File: src/rtl/tlut_unit.sv
module tlut_unit #(
  parameter int NIN = 2,
  parameter int WIDTH = 9,
  parameter logic [53:0] TABLE = {36'd0,
    2'b10, 2'b10, 2'b00,
    2'b10, 2'b01, 2'b11,
    2'b00, 2'b11, 2'b11}
) (
  input  logic [2*NIN-1:0]   key_i,
  output logic [1:0]         look_o,
  input  logic [1:0]         ctrl_i,
  input  logic [2*WIDTH-1:0] vec_i,
  output logic [2*WIDTH-1:0] keep_t_o,
  output logic [2*WIDTH-1:0] keep_f_o
);
  localparam logic [1:0] NUL = 2'b00;
  localparam logic [53:0] KEEP_T = {36'd0, 2'b10, 2'b01, 2'b11, 12'd0};
  localparam logic [53:0] KEEP_F = {42'd0, 2'b10, 2'b01, 2'b11, 6'd0};

  function automatic int digit(input logic [1:0] c);
    return (c == 2'b11) ? 0 : (c == 2'b01) ? 1 : 2;
  endfunction

  function automatic logic [1:0] lookup(input logic [53:0] tbl, input int n,
                                        input logic [5:0] keys);
    int idx;
    logic blocked;
    idx = 0;
    blocked = 1'b0;
    for (int i = 0; i < 3; i++) begin
      if (i < n) begin
        if (keys[2*i +: 2] == NUL) blocked = 1'b1;
        idx = idx * 3 + digit(keys[2*i +: 2]);
      end
    end
    return blocked ? NUL : tbl[2*idx +: 2];
  endfunction

  logic [5:0] key_ext;
  assign key_ext = 6'(key_i);
  assign look_o  = lookup(TABLE, NIN, key_ext);

  for (genvar p = 0; p < WIDTH; p++) begin : g_pos
    assign keep_t_o[2*p +: 2] = lookup(KEEP_T, 2, {2'b00, vec_i[2*p +: 2], ctrl_i});
    assign keep_f_o[2*p +: 2] = lookup(KEEP_F, 2, {2'b00, vec_i[2*p +: 2], ctrl_i});
  end
endmodule

File: config.mk
export PLATFORM = sky130hd
export DESIGN_NAME = tlut_unit
export DESIGN_NICKNAME = d
export VERILOG_FILES = /design/src/rtl/tlut_unit.sv
export SDC_FILE = /design/constraint.sdc
export NUM_CORES = 1
export LEC_CHECK = 0
export ABC_AREA = 1
export BUFFER_PORTS_ARGS = -buffer_cell sky130_fd_sc_hd__buf_4
export CAP_MARGIN = 20
export CORE_MARGIN = 3
export CORE_UTILIZATION = 54
export DETAILED_ROUTE_END_ITERATION = 10
export GPL_TIMING_DRIVEN = 1
export PLACE_DENSITY = 0.85
export SLEW_MARGIN = 15
export SYNTH_ARGS = -nofsm -noshare
export SYNTH_HDL_FRONTEND = slang
export SYNTH_SLANG_ARGS = --single-unit
export TNS_END_PERCENT = 20
File: constraint.sdc
create_clock -name vclk -period 2.22
set_input_delay 0.111 -clock vclk [all_inputs]
set_output_delay 0.111 -clock vclk [all_outputs]
set_load 0.02 [all_outputs]
Word level (Yosys, flattened, before mapping)
Index checks and enable logic that the tools add are counted.

$mul: 2. Add/subtract/negate cells: 10. Muxes and demuxes: 55. Shifts and indexed selects: 19. Equality and inequality tests: 24. Reductions and logical operators: 12.

Operators by type and width (count): indexed part select 54 x 32 -> 2 bit (first input constant) (18); adder 31 x 3 -> 31 bit (5); adder 31 bit (4); two-way mux 2 bit (42); indexed part select 54 x 7 -> 2 bit (first input constant) (1); multiplier 32 x 3 -> 31 bit (second input constant) (1); two-way mux 32 bit (1); equality test 2 x 1 -> 1 bit (second input constant) (12); equality test 2 bit (second input constant) (12); zero test 2 bit (12); two-way mux 1 bit (12); adder 4 x 2 -> 5 bit (1); multiplier 2 x 2 -> 4 bit (second input constant) (1).

Output and inout port bits: 38. Register bits: 0. Word-level logic and storage cells: 122.

Depth between registers and ports, before layout
Gate-level depths: netlist of run 1.

Word-level depth: 7. Depth in mapped cells: 13.

Least setup slack after synthesis of run 1
No wires, ideal clock.

Kind: input-to-output. Start point: in ctrl_i[0]. End point: out keep_t_o[17]. Data required time: 2.109 ns. Cell stages on the path: 11. Slack: -0.083 ns. Arrival time: 2.192 ns. Path through: buf_6 > buf_4 > nand2_1 > inv_1 > fa_1 > inv_1 > nor2_1 > nand2_1 > nand2_1 > nand2_1 > nor2_1.

Cells in the longest elaborated chain, start to end: 7. Elaborated cells between the ends (all ways): 11.

Ends and longest elaborated chain: from (decl) (RTL line 11) `input logic [1:0] ctrl_i,`; equality test 2 x 1 -> 1 bit (RTL line 21) `return (c == 2'b11) ? 0 : (c == 2'b01) ? 1 : 2;`; two-way mux 2 bit (RTL line 21); two-way mux 32 bit (RTL line 21); multiplier 32 x 3 -> 31 bit (RTL line 33) `idx = idx * 3 + digit(keys[2*i +: 2]);`; adder 31 bit (RTL line 33); indexed part select 54 x 32 -> 2 bit (RTL line 36) `return blocked ? NUL : tbl[2*idx +: 2];`; two-way mux 2 bit (*) (RTL line 36); to (decl) (RTL line 13) `output logic [2*WIDTH-1:0] keep_t_o,`.

Every way passes the cells marked *; elsewhere a longest branch is shown, timed or not.

Final worst setup path of run 1
Start point: in ctrl_i[1]. End point: out keep_t_o[17].

Same word-level chain as after synthesis.

==> impl_metrics.yaml, run 1 <==
detailed_routing:
  dr.pass1.iters: 6
  antenna_left: 0
  via_per_inst: 4.88
  initialDrtViolationCount: 87
  post_drt_wl_per_cell_um: 9.82
  vias: 2255
  remaining_drc_errors: 0
  routed_wl_mm: 4.54
cells_and_area:
  multiInputGateArea_um2: 1560
  drive_gt1_share_pct: 21.8
  stdcell_count: 462
  seq_area_um2: 0
  diodes: 0
  layout.nets: 475
  seq_cell_count: 0
  clock_buffers: 0
  final_core_util_pct: 75.1
  area_growth_pct: 28.7
  fillers: 298
sta:
  fmax_mhz: 495
  setup_slack_ns: 0.201
  slew_viol_final: 0
  rsz0062_at_grt: "no"
  slew_headroom_pct: 67.4
  tns_ns: 0
  finalHoldViolCount: 0
  worst_pin_slew_ns: 0.488
  period_needed_ns: 2.02
  finalCritPeriodShare_pct: 91.0
  hold_ws_ns: 0.706
  setup_violations: 0
die:
  io_pins: 62
  rows: 20
  initial_utilization_pct: 58.4
  dieArea_um2: 4140
  die_width_um: 64.4
  die_h_um: 64.4
  core_area_um2: 3150
power:
  p_leak_nw: 1.44
  ir_drop_uv: 179
  p_per_area_nw_per_um2: 292
logic_synthesis:
  ys.warnings.count: 0
  syn_avg_cell_area_um2: 5.06
  syn_nets: 419
  yosys.cell_types.count: 16
  synth_most_common_cell: "nand2_1"
  yosys.area.top_type: "nand2_1"
  synth_cells: 364
  synth_top_area_share_pct: 22.8
  yosysSeqAreaShare_pct: 0
  synth_area_leaders: "nand2_1 (23%), nor2_1 (18%), ha_1 (14%)"
  syn_area_um2: 1840
  synthTopCellsByCount: "nand2_1 (112), nor2_1 (90), inv_1 (60)"
global_route:
  grt_pass1_vias: 1998
  grtUsageTotal_pct: 22.1
  grt_pass1_wl_mm: 7.83
  overflow: 0
  antenna_found_initial: 0
  grt_max_degree: 20
setup_path:
  worst-path-max-fanout: 9
  critical_path_buf_inv_count: 5
  critPathCaptureType: "output port"
  cp_common_cell: "nand2_1"
  cp-start-kind: "input pin"
  worstPathArrival_ns: 1.91
  max_stage_delay_ns: 0.55
  path_delay_family: "adder cells"
  worstPathRequired_ns: 2.11
  path_cells: "buf_4, nor2_2, buf_6, ha_1, inv_1, fa_1, inv_1, nor2_2, nand2_1, nand2_1, nand2_1, nor2_1, buf_4"
  worstSetupPathType: "in -> out"
  cpMaxStageDelayCell: "fa_1"
place:
  dp_slack_ns: 0.0973
  gp_congestion: 0.866
  port-buffer-count: 62
  placed_cells: 461
  dp_hpwl_mm: 3.77
flow_run:
  drv_cap: 0
run_status:
  status: "finished, final reports clean"
min_path:
  hold_class: "in -> out"
cells by family (layout without fill, tap and decap cells):
family / after synthesis / in the layout / share of synthesized area, %
compound gates: 19 / 19 / 5.17
fa+ha+maj: 31 / 31 / 25.2
buf+inv: 74 / 128 / 16.1
simple gates: 240 / 240 / 53.6
cells in the final DEF, fill, tap and decap left out:
master	count
nand2_1	111
nor2_1	85
buf_4	65
inv_1	59
ha_1	21
nand3_1	18
a21oi_1	18
nand2_2	10
fa_1	9
nor2_2	6
nor3_2	5
nor3_1	5
clkinvlp_4	1
inv_2	1
o21ai_0	1
fa_2	1
buf_6	1
buf_12	1
power breakdown:
| group | internal, mW | total [mW] | switching, mW | leakage (nW) |
|---|---|---|---|---|
| Sequential | 0 | 0 | 0 | 0 |
| Clock | 0 | 0 | 0 | 0 |
| Combinational | 0.279 | 0.691 | 0.412 | 1.44 |
layer usage:
layer  part of all wire, %  up-vias  track usage, %  wire length [µm]
met2                    52       48            43.8              2370
met1                    44      998            27.8              2020
met4                     0        0           0.528                 0
met3                   3.4        0           0.351               154
met5                     0        -               0                 0
li1                      -     1209               -                 -
final timing paths:
| path | start | to | slack (ns) | cells past startpoint |
|---|---|---|---|---|
| worst max-delay path | ctrl_i[1] | keep_t_o[17] | 0.20 | 13 |
| worst min-delay path | key_i[2] | look_o[0] | 0.71 | 6 |
final cells by class:
| class | count | share of cell area [%] |
|---|---|---|
| inverters | 61 | 9.83 |
| multi-input cells | 290 | 65.9 |
| well taps | 44 | 2.32 |
| repair buffers | 67 | 21.9 |
metrics by stage:
stage               total power, mW  instance area (µm²)
CTS                           0.683                 2330
floorplan                     0.469                 1850
global placement              0.667                 2330
detailed placement            0.680                 2330
global route                  0.780                 2370
finish                        0.691                 2370
tightest hold or removal path: stages:
cell,delay (ns)
buf_4,0.08
nor2_1,0.04
nor2_1,0.07
nand2_1,0.07
nor2_1,0.08
buf_4,0.14
timing repair:
item                                    CTS  global route
hold buffers                              0             0
gates resized for setup                   0             6
endpoints found under the hold margin     0             0
buffers inserted                          0             1
endpoints found under the setup margin    0             7
No activity file was read; power rests on OpenSTA's default activity.
==> run 2, diff against run 1 <==
--- a/config.mk
+++ b/config.mk
@@ -8,11 +8,13 @@
 export ABC_AREA = 1
 export BUFFER_PORTS_ARGS = -buffer_cell sky130_fd_sc_hd__buf_4
 export CAP_MARGIN = 20
+export CELL_PAD_IN_SITES_DETAIL_PLACEMENT = 1
+export CELL_PAD_IN_SITES_GLOBAL_PLACEMENT = 1
 export CORE_MARGIN = 3
-export CORE_UTILIZATION = 54
+export CORE_UTILIZATION = 34
 export DETAILED_ROUTE_END_ITERATION = 10
 export GPL_TIMING_DRIVEN = 1
-export PLACE_DENSITY = 0.85
+export PLACE_DENSITY = 0.95
 export SLEW_MARGIN = 15
 export SYNTH_ARGS = -nofsm -noshare
 export SYNTH_HDL_FRONTEND = slang
==> impl_metrics.yaml, run 2 (synthesis gave the netlist of run 1 again) <==
power:
  p_leak_nw: 1.44
  power.total_uw: 710
  ir_drop_uv: 118
  p_per_area_nw_per_um2: 296
global_route:
  overflow: 0
  grtUsageTotal_pct: 17.9
  antenna_found_initial: 0
  grt_pass1_vias: 2310
  grt_pass1_wl_mm: 9.69
  grt_max_degree: 19
sta:
  worst_pin_slew_ns: 0.520
  finalHoldViolCount: 0
  slew_viol_final: 0
  period_needed_ns: 2.08
  setup_violations: 0
  finalCritPeriodShare_pct: 93.8
  fmax_mhz: 480
  slew_headroom_pct: 65.3
cells_and_area:
  clock_buffers: 0
  final_core_util_pct: 46.4
  seq_area_um2: 0
  seq_cell_count: 0
  fillers: 775
  diodes: 0
  area_growth_pct: 30.5
  stdcell_count: 489
  layout_common_cells: "nand2_1 (111), nor2_1 (85), buf_4 (67), inv_1 (59), ha_1 (21)"
  drive_gt1_share_pct: 22.4
  mostFrequentLayoutCell: "nand2_1"
  layout.nets: 476
die:
  dieArea_um2: 6330
  io_pins: 62
  initial_utilization_pct: 35.6
  rows: 26
  die_width_um: 79.6
  die_h_um: 79.6
  core_area_um2: 5170
detailed_routing:
  top_layer: "met4"
  wl_met1_mm: 2.48
  remaining_drc_errors: 0
  met2WireLength_mm: 2.88
  vias: 2297
  dr_wl_met3_um: 207
  via_per_inst: 4.70
  initialDrtViolationCount: 33
  dr.pass1.iters: 4
  post_drt_wl_per_cell_um: 11.4
  antenna_left: 0
  routed_wl_mm: 5.57
setup_path:
  worstPathArrival_ns: 1.97
  worst-path-max-fanout: 9
  worstSetupPathType: "in -> out"
  cp-start-kind: "input pin"
  critPathCaptureType: "output port"
  worstPathRequired_ns: 2.11
place:
  dp_hpwl_mm: 4.88
  port-buffer-count: 62
  gp_congestion: 0.827
  placed_cells: 489
run_status:
  status: "finished, final reports clean"
flow_run:
  drv_cap: 0
min_path:
  hold_class: "in -> out"
  worstHoldPathCells: 6
-- run 2: changes by cell type in the layout (fill, tap and decap cells not counted) --
cell    change
fa_1        -2
fa_2        +2
buf_12      -1
buf_4       +2
-- run 2: stage by stage --
step / hold slack, ns / worst slack, ns / cell area (µm²) / TNS (ns)
after detailed placement: 0.725 / 0.134 / 2380 / 0
after global routing: 0.765 / -0.00171 / 2400 / -0.00315
final: 0.723 / 0.138 / 2400 / 0
after global placement: 0.711 / 0.199 / 2380 / 0
after CTS: 0.727 / 0.121 / 2380 / 0
after floorplan: 0.468 / -0.0368 / 1850 / -0.122
-- run 2: critical path: stages --
cell	delay (ns)
buf_4	0.11
inv_2	0.04
nor2_1	0.12
buf_6	0.17
ha_1	0.17
inv_1	0.05
fa_1	0.56
inv_1	0.09
nor2_1	0.13
nand2_1	0.08
nand2_1	0.06
nand2_1	0.04
nor2_1	0.08
buf_4	0.14
-- run 2: where the power goes --
group	total [mW]	internal (mW)	switching [mW]	leakage, nW
clock	0	0	0	0
combinational	0.710	0.280	0.430	1.44
sequential	0	0	0	0
-- run 2: final timing paths --
kind	from	endpoint	slack [ns]
max	ctrl_i[0]	keep_t_o[13]	0.14
min	vec_i[14]	keep_t_o[15]	0.72
-- run 2: layer usage --
metal	global-route usage [%]	vias to the layer above
met5	0	-
met4	0.859	0
met3	0.677	2
met2	35.6	44
met1	22.0	1047
li1	-	1204
-- run 2: cell type report --
cell class | count | area [µm²] | area share [%]
multi-input cells | 290 | 1570 | 65.2
repair buffers | 68 | 514 | 21.4
inverters | 61 | 233 | 9.69
well taps | 70 | 87.6 | 3.65
-- run 2: what timing repair did --
action	in CTS	in global routing
setup buffers	0	0
endpoints found under the setup margin	0	6
resized for setup	0	8
hold buffers	0	0
